<file path="config.mk">
export PLATFORM = sky130hd
export DESIGN_NAME = link_fault_top
export DESIGN_NICKNAME = d
export VERILOG_FILES = /design/src/rtl/lfc_pkg.sv /design/src/rtl/lfc_datapath.sv /design/src/rtl/lfc_ctrl.sv /design/src/rtl/link_fault_top.sv
export SDC_FILE = /design/constraint.sdc
export NUM_CORES = 1
export LEC_CHECK = 0
export BUFFER_PORTS_ARGS = -buffer_cell sky130_fd_sc_hd__clkbuf_2
export CORE_ASPECT_RATIO = 0.9
export CORE_MARGIN = 2
export CORE_UTILIZATION = 55
export DETAILED_ROUTE_END_ITERATION = 6
export PLACE_DENSITY = 0.75
export SYNTH_ARGS = -nofsm -noshare
export SYNTH_HDL_FRONTEND = slang
export SYNTH_SLANG_ARGS = --single-unit
</file>
<file path="constraint.sdc">
create_clock -name clk -period 2.2 [get_ports clk]
set_clock_uncertainty 0.2 [all_clocks]
set_input_delay 0.11 -clock clk [delete_from_list [all_inputs] [get_ports clk]]
set_output_delay 0.11 -clock clk [all_outputs]
set_load 0.005 [all_outputs]
</file>
<file path="src/rtl/lfc_pkg.sv">
package lfc_pkg;
  typedef enum logic [1:0] {
    AMP_OFF  = 2'b00,
    AMP_LOW  = 2'b01,
    AMP_MID  = 2'b10,
    AMP_HIGH = 2'b11
  } ampSel_t;

  // Strobes from control to the run-length datapath, one per lane
  typedef struct packed {
    logic clearRun;
    logic stepRun;
  } runCtl_t;
endpackage

</file>
<file path="src/rtl/lfc_datapath.sv">
module lfc_datapath
  import lfc_pkg::*;
#(
  parameter int NUM_CH    = 4,
  parameter int RUN_LIMIT = 60
) (
  input  logic                 clk,
  input  logic                 rst,
  input  runCtl_t [NUM_CH-1:0] runCtl,
  output logic    [NUM_CH-1:0] runFault
);
  localparam int CNT_W = $clog2(RUN_LIMIT + 2);
  localparam logic [CNT_W-1:0] SAT_V   = CNT_W'(RUN_LIMIT + 1);
  localparam logic [CNT_W-1:0] LIMIT_V = CNT_W'(RUN_LIMIT);

  for (genvar ch = 0; ch < NUM_CH; ch++) begin : g_lane
    logic [CNT_W-1:0] runLen;
    logic [CNT_W-1:0] runNext;

    always_comb begin
      if (runCtl[ch].clearRun)
        runNext = '0;
      else if (runCtl[ch].stepRun && runLen != SAT_V)
        runNext = runLen + CNT_W'(1);
      else
        runNext = runLen;
    end

    always_ff @(posedge clk) runLen <= runNext;

    assign runFault[ch] = runNext > LIMIT_V;

    AST_RUN_BOUNDED: assert property (@(posedge clk) disable iff (rst)
      runLen <= SAT_V);
    AST_SAT_HOLDS: assert property (@(posedge clk) disable iff (rst)
      (runLen == SAT_V && !runCtl[ch].clearRun) |=> runLen == SAT_V);
    AST_CLEAR_ZERO: assert property (@(posedge clk)
      rst |=> runLen == '0);
  end
endmodule

</file>
<file path="src/rtl/lfc_ctrl.sv">
module lfc_ctrl
  import lfc_pkg::*;
#(
  parameter int NUM_CH = 4
) (
  input  logic                 clk,
  input  logic                 rst,
  input  ampSel_t              ampSel,
  input  logic    [NUM_CH-1:0] chanEn,
  input  logic    [NUM_CH-1:0] loopback,
  input  logic    [NUM_CH-1:0] forcing,
  input  logic    [NUM_CH-1:0] sigDetect,
  input  logic    [NUM_CH-1:0] transition,
  input  logic    [NUM_CH-1:0] runFault,
  output runCtl_t [NUM_CH-1:0] runCtl,
  output logic    [NUM_CH-1:0] faultN
);
  logic ampOff;
  assign ampOff = (ampSel == AMP_OFF);

  for (genvar ch = 0; ch < NUM_CH; ch++) begin : g_lane
    logic sigOk;
    logic goodNext;

    always_comb begin
      runCtl[ch].clearRun = rst | ~chanEn[ch] | transition[ch];
      runCtl[ch].stepRun  = ~runCtl[ch].clearRun;
    end

    assign sigOk    = loopback[ch] | ampOff | sigDetect[ch];
    assign goodNext = chanEn[ch] & ~forcing[ch] & ~runFault[ch] & sigOk;

    always_ff @(posedge clk) begin
      if (rst) faultN[ch] <= 1'b0;
      else     faultN[ch] <= goodNext;
    end

    AST_RESET_FAULTS: assert property (@(posedge clk)
      rst |=> !faultN[ch]);
    AST_DISABLED_FAULTS: assert property (@(posedge clk) disable iff (rst)
      !chanEn[ch] |=> !faultN[ch]);
    AST_FORCE_FAULTS: assert property (@(posedge clk) disable iff (rst)
      forcing[ch] |=> !faultN[ch]);
    AST_LONGRUN_FAULTS: assert property (@(posedge clk) disable iff (rst)
      runFault[ch] |=> !faultN[ch]);
    AST_SIGLOSS_FAULTS: assert property (@(posedge clk) disable iff (rst)
      (!loopback[ch] && !ampOff && !sigDetect[ch]) |=> !faultN[ch]);
  end
endmodule

</file>
<file path="src/rtl/link_fault_top.sv">
module link_fault_top
  import lfc_pkg::*;
#(
  parameter int NUM_CH    = 4,
  parameter int RUN_LIMIT = 60
) (
  input  logic              clk,
  input  logic              rst,
  input  logic [1:0]        ampSel,
  input  logic [NUM_CH-1:0] chanEn,
  input  logic [NUM_CH-1:0] loopback,
  input  logic [NUM_CH-1:0] forcing,
  input  logic [NUM_CH-1:0] sigDetect,
  input  logic [NUM_CH-1:0] transition,
  output logic [NUM_CH-1:0] faultN
);
  runCtl_t [NUM_CH-1:0] runCtl;
  logic    [NUM_CH-1:0] runFault;

  lfc_ctrl #(.NUM_CH(NUM_CH)) u_ctrl (
    .clk        (clk),
    .rst        (rst),
    .ampSel     (ampSel_t'(ampSel)),
    .chanEn     (chanEn),
    .loopback   (loopback),
    .forcing    (forcing),
    .sigDetect  (sigDetect),
    .transition (transition),
    .runFault   (runFault),
    .runCtl     (runCtl),
    .faultN     (faultN)
  );

  lfc_datapath #(.NUM_CH(NUM_CH), .RUN_LIMIT(RUN_LIMIT)) u_data (
    .clk      (clk),
    .rst      (rst),
    .runCtl   (runCtl),
    .runFault (runFault)
  );
endmodule

</file>
== Yosys cells after proc, flatten, opt, wreduce, memory -nomap -nowiden ==
Index checks and enable logic that the tools add are counted.

* Add/subtract/negate cells: 4
* Order comparisons: 4
* Eq/ne operators: 4
* Multiplexer cells: 8
* Bitwise operators: 44
* Reduce and logical (&&, ||, !) cells: 5

{| class="wikitable"
|+ Operator list
! kind !! count
|-
| $mux W6 || 8
|-
| $add A6 B1 Y6 const B || 4
|-
| $gt A6 B6 Y1 const B || 4
|-
| $ne A6 B6 Y1 const B || 4
|-
| $not A1 Y1 || 16
|-
| $or A1 B1 Y1 || 16
|-
| $and A1 B1 Y1 || 12
|-
| $logic_and A1 B1 Y1 || 4
|-
| $logic_not A2 Y1 || 1
|}

* Flip-flop bits (word level): 28
* Input bits: 24
* Output and inout port bits: 4
* Word-level logic and storage cells: 77

== Logic depth before layout (Yosys ltp) ==
* Depth in word-level cells: 11
* Gate-level depth with buffers: 6
* Mapped depth without buffers: 6

== Modules after synthesis ==
Synthesis repeated with hierarchy kept, for this count alone.

* Cell total of the unflattened synthesis: 195
* Area total of the unflattened synthesis: 1,707.9 um^2

{| class="wikitable"
|+ Modules (own cells, without submodules)
! module !! instances !! cells each !! area an instance (um^2) !! sequential area each (um^2)
|-
| lfc_datapath || 1 || 170 || 1,428.9 || 480.5
|-
| lfc_ctrl || 1 || 25 || 279.0 || 80.1
|}

== Worst setup path after synthesis ==
Ideal clock, no wire load.

* Path type: reg-to-reg
* From: register u_data.g_lane[2].runLen[0]
* To: register u_ctrl.faultN[2]
* Setup time: 132 ps
* Arrival time: 1,492 ps
* Required time: 1,868 ps
* Path slack: 376 ps
* Stages on the path, launching flop included: 6
* Buffers on the path: 0
* Period minus slack after synthesis: 1,824 ps
* Cell sequence: dfxtp_1 -> ha_1 -> and4_1 -> mux2_2 -> a221oi_1 -> a31oi_1

* Word-level cells in the longest chain between the ends: 8
* Elaborated cells between the ends (all ways): 9
* Classes of those cells: add/sub: 1; order compare: 1; eq/ne: 1; mux: 2; bitwise: 3; reduce/logical: 1

{| class="wikitable"
|+ Ends and longest elaborated chain
! what !! line !! text
|-
| start, declared || lfc_datapath.sv:17 || <nowiki>logic [CNT_W-1:0] runLen;</nowiki>
|-
| start signal, assigned || lfc_datapath.sv:29 || <nowiki>always_ff @(posedge clk) runLen <= runNext;</nowiki>
|-
| branches (longest 2 deep; another with $add A6 B1 Y6) || -- ||
|-
| $mux W6 (*) || lfc_datapath.sv:23 || <nowiki>else if (runCtl[ch].stepRun && runLen != SAT_V)</nowiki>
|-
| $mux W6 (*) || lfc_datapath.sv:21 || <nowiki>if (runCtl[ch].clearRun)</nowiki>
|-
| $gt A6 B6 Y1 (*) || lfc_datapath.sv:31 || <nowiki>assign runFault[ch] = runNext > LIMIT_V;</nowiki>
|-
| $not A1 Y1 (*) || lfc_ctrl.sv:31 || <nowiki>assign goodNext = chanEn[ch] & ~forcing[ch] & ~runFault[ch] & sigOk;</nowiki>
|-
| $and A1 B1 Y1 (*) (2 in series) || lfc_ctrl.sv:31 ||
|-
| end signal, assigned by index || lfc_ctrl.sv:35 || <nowiki>else faultN[ch] <= goodNext;</nowiki>
|-
| end, declared || lfc_ctrl.sv:16 || <nowiki>output logic [NUM_CH-1:0] faultN</nowiki>
|}

Every way passes the cells marked *.
A chain may end at the register's enable or synchronous reset.

== Worst setup path after layout ==
* From: input chanEn[3]
* To: register u_data.g_lane[3].runLen[4]

* Word-level cells in the longest chain between the ends: 7

{| class="wikitable"
|+ Ends and longest elaborated chain
! what !! line !! text
|-
| start, declared || link_fault_top.sv:10 || <nowiki>input logic [NUM_CH-1:0] chanEn,</nowiki>
|-
| $not A1 Y1 (*) || lfc_ctrl.sv:26 || <nowiki>runCtl[ch].clearRun = rst | ~chanEn[ch] | transition[ch];</nowiki>
|-
| $or A1 B1 Y1 (*) (2 in series) || lfc_ctrl.sv:26 ||
|-
| $not A1 Y1 || lfc_ctrl.sv:27 || <nowiki>runCtl[ch].stepRun = ~runCtl[ch].clearRun;</nowiki>
|-
| $logic_and A1 B1 Y1 || lfc_datapath.sv:23 ||
|-
| $mux W6 || lfc_datapath.sv:23 ||
|-
| $mux W6 (*) || lfc_datapath.sv:21 ||
|-
| named net u_data.g_lane[3].runNext[4] || lfc_datapath.sv:18 || <nowiki>logic [CNT_W-1:0] runNext;</nowiki>
|-
| end signal, assigned || lfc_datapath.sv:29 ||
|-
| end, declared || lfc_datapath.sv:17 ||
|}

The timed path passes the listed nets; every way through them passes the cells marked *.

==> out/metrics.csv <==
stage;metric;value;unit
logic_synthesis;number of synthesized register bits;28;
logic_synthesis;cell taking the most area after synthesis;dfxtp_1;
clocking;clock latency on the worst-skew pair;340;ps
pwr;Static Leak;0.7249;nW
layout;Antenna Cells;0;
drt;wire per inst;13.85;microns
drt;Final ANT Viol Nets;0;
logic_synthesis;top_reg_cell synth;dfxtp_1;
sta;maximum clock rate;0.4923;GHz
sta;Final Hold Fails;0;
sta;Worst-Margin Slew;375.5;ps
layout;most frequent cells in the layout;dfxtp_1, clkbuf_2, nor2_1;
setup_path;Required @ worst endpoint;2260;ps
layout;share of layout cells above drive strength 1;0.1717;
setup_path;Critical Path Sink Type;flop;
floorplan;Core Area;0.002793;sq mm
sta;crit path time final;2031;ps
pwr;worst vdd ir;0.0004690;V
global_routing;initial antenna violation count;0;
clocking;post-cts gate resize count;0;
drt;final WL;3.781;mm
clocking;clock sink total;28;
drt;DRC viols;0;
pwr;total power;0.0009476;W
worst_hold_path;Min-Delay Path Class;in -> reg;
clocking;CTS root buf;clkbuf_4;
sta;Max Slew Vio Count;0;
floorplan;num rows;18;
drt;Pre-antenna DRT Iters;4;
logic_synthesis;top post-synthesis cells by area;dfxtp_1, ha_1, a211oi_1;
clocking;total CTS buffers;3;
logic_synthesis;post-synthesis sequential area ratio;0.3420;
drt;Vias/cell;6.066;
pwr;pwr dens;475.7;mW/mm^2
logic_synthesis;Post-Syn Instances;193;
clocking;CTS max path bufs;2;
placement;final RePlAce weighted congestion;0.9092;
floorplan;Die Footprint;0.003434;sq mm
floorplan;die height;55.79;microns
sta;Final period util;0.9233;
global_routing;vias in the first global route;1494;
logic_synthesis;Synth Net Count;225;
floorplan;Initial Util;0.5869;
floorplan;I/O pins;28;
clocking;Max H-tree Level;1;
sta;RSZ-0062 raised after global routing;false;
job;max_cap viols;0;
sta;endpoints failing setup;0;
floorplan;Die Width;61.55;microns
global_routing;grt ovf;0;
sta;headroom to the max-slew limit;0.7465;
logic_synthesis;syn_area_per_cell;8.493;sq um
clocking;CTS tree;done;
layout;Layout Utilization;0.7133;
logic_synthesis;area share of the largest cell type after synthesis;0.3420;
drt;drt first-iter violations;108;
placement;Final HPWL DP;2.630;mm
placement;port bufs;27;
clocking;Worst-path clk slew;160;ps
global_routing;GR Util All Layers;0.2338;
global_routing;global-route wire length before repair;6.285;mm
logic_synthesis;number of synthesized flops with an enable pin;0;
logic_synthesis;mapped cell area;0.001639;sq mm
logic_synthesis;Synth warnings;0;
sta;Setup TNS Final;0;ps
status;outcome;finished clean;
setup_path;Setup CP Type;in -> reg;
setup_path;worst-path maximum fanout;4;
drt;via count;1656;
layout;Final nets;266;
setup_path;Arrival @ worst endpoint;2090;ps
logic_synthesis;FFs w/ async S/R, synth;0;
layout;area grow syn2layout;21.53;%
setup_path;Worst setup SP type;primary input;
layout;Filler Cell Count;238;
logic_synthesis;count of different cell masters after synthesis;49;
layout;commonest non-fill, non-tap cell in the layout;dfxtp_1;
global_routing;largest net degree at the start of global routing;17;
## power by group
| part | internal [W] | switching [W] |
|---|---|---|
| Combinational | 0.0000518 | 0.0000340 |
| Clock | 0.000184 | 0.000154 |
| Sequential | 0.000515 | 0.00000819 |
## what timing repair did
action / in CTS / in global routing
buffers inserted: 0 / 0
endpoints found under the hold margin: 21 / 1
hold buffers: 15 / 1
## final cells by class
type | count | area, sq um | share of cell area
multi-input combinational | 149 | 999.7 | 0.5019
sequential | 28 | 560.5 | 0.2814
timing repair buffer | 43 | 295.3 | 0.1482
tap | 40 | 50.05 | 0.02513
inverter | 9 | 33.78 | 0.01696
clock inverter | 1 | 30.03 | 0.01508
clock buffer | 3 | 22.52 | 0.01131
## metal layers
metal / vias up / wire (microns) / track usage
li1: 818 / - / -
met1: 783 / 1648 / 0.2944
met2: 51 / 1901 / 0.3925
met3: 4 / 199 / 0.05581
met4: 0 / 31 / 0.05775
met5: - / 0 / 0
## registers in the layout, summed over array words and instances (netlist names)
register,count
u_data.g_lane.runLen,24
u_ctrl.faultN,4
## synth_stat cells (2+ instances only)
cell type / count
and3_1: 6
nand3_1: 13
nor2_1: 18
and4b_1: 2
nor3_1: 10
a311oi_1: 2
inv_1: 9
or3b_2: 3
dfxtp_1: 28
nor4bb_1: 2
a41oi_1: 2
or4b_2: 3
xnor2_1: 4
clkbuf_1: 4
o21ai_0: 6
o41ai_1: 2
and2_1: 3
a31oi_1: 10
a211oi_1: 9
nand4_1: 2
buf_6: 2
nand2_1: 13
nor3b_1: 3
a32o_1: 2
a21oi_1: 4
ha_1: 8
## worst paths after layout
path | startpoint | endpoint | slack [ps] | depth (start not counted)
setup / recovery | chanEn[3] | u_data.g_lane[3].runLen[4] | 170 | 5
hold / removal | chanEn[1] | u_data.g_lane[1].runLen[2] | 4 | 4
setup reg to reg | u_data.g_lane[3].runLen[1] | u_ctrl.faultN[3] | 250 | 6
hold reg to reg | u_data.g_lane[3].runLen[4] | u_ctrl.faultN[3] | 360 | 1
## worst max-delay path, cell delays in order
cell and delay (ps):
dlygate4sd3_1 520, clkbuf_2 110, or3b_2 500, dlygate4sd3_1 630
a311oi_1 220
## kinds of logic after synthesis
family	synth area share
buffers and inverters	0.04809
multiplexers	0.01298
flip-flops	0.3420
AO/OA/AOI/OAI	0.2298
XOR/XNOR	0.02137
AND/OR/NAND/NOR	0.2847
adder cells (fa/ha/maj)	0.06107
## metrics by stage
stage               worst slack (ps)  cell area (sq um)  hold WS [ps]  cells
floorplan                      375.6               1639         77.29    193
global placement               302.9               1779         164.5    253
detailed placement             261.2               1779         169.3    253
CTS                            162.6               1982         1.157    272
global route                   89.72               1992         6.605    273
finish                         168.8               1992         4.459    273
Note: power is estimated with default switching activity, not from simulation.
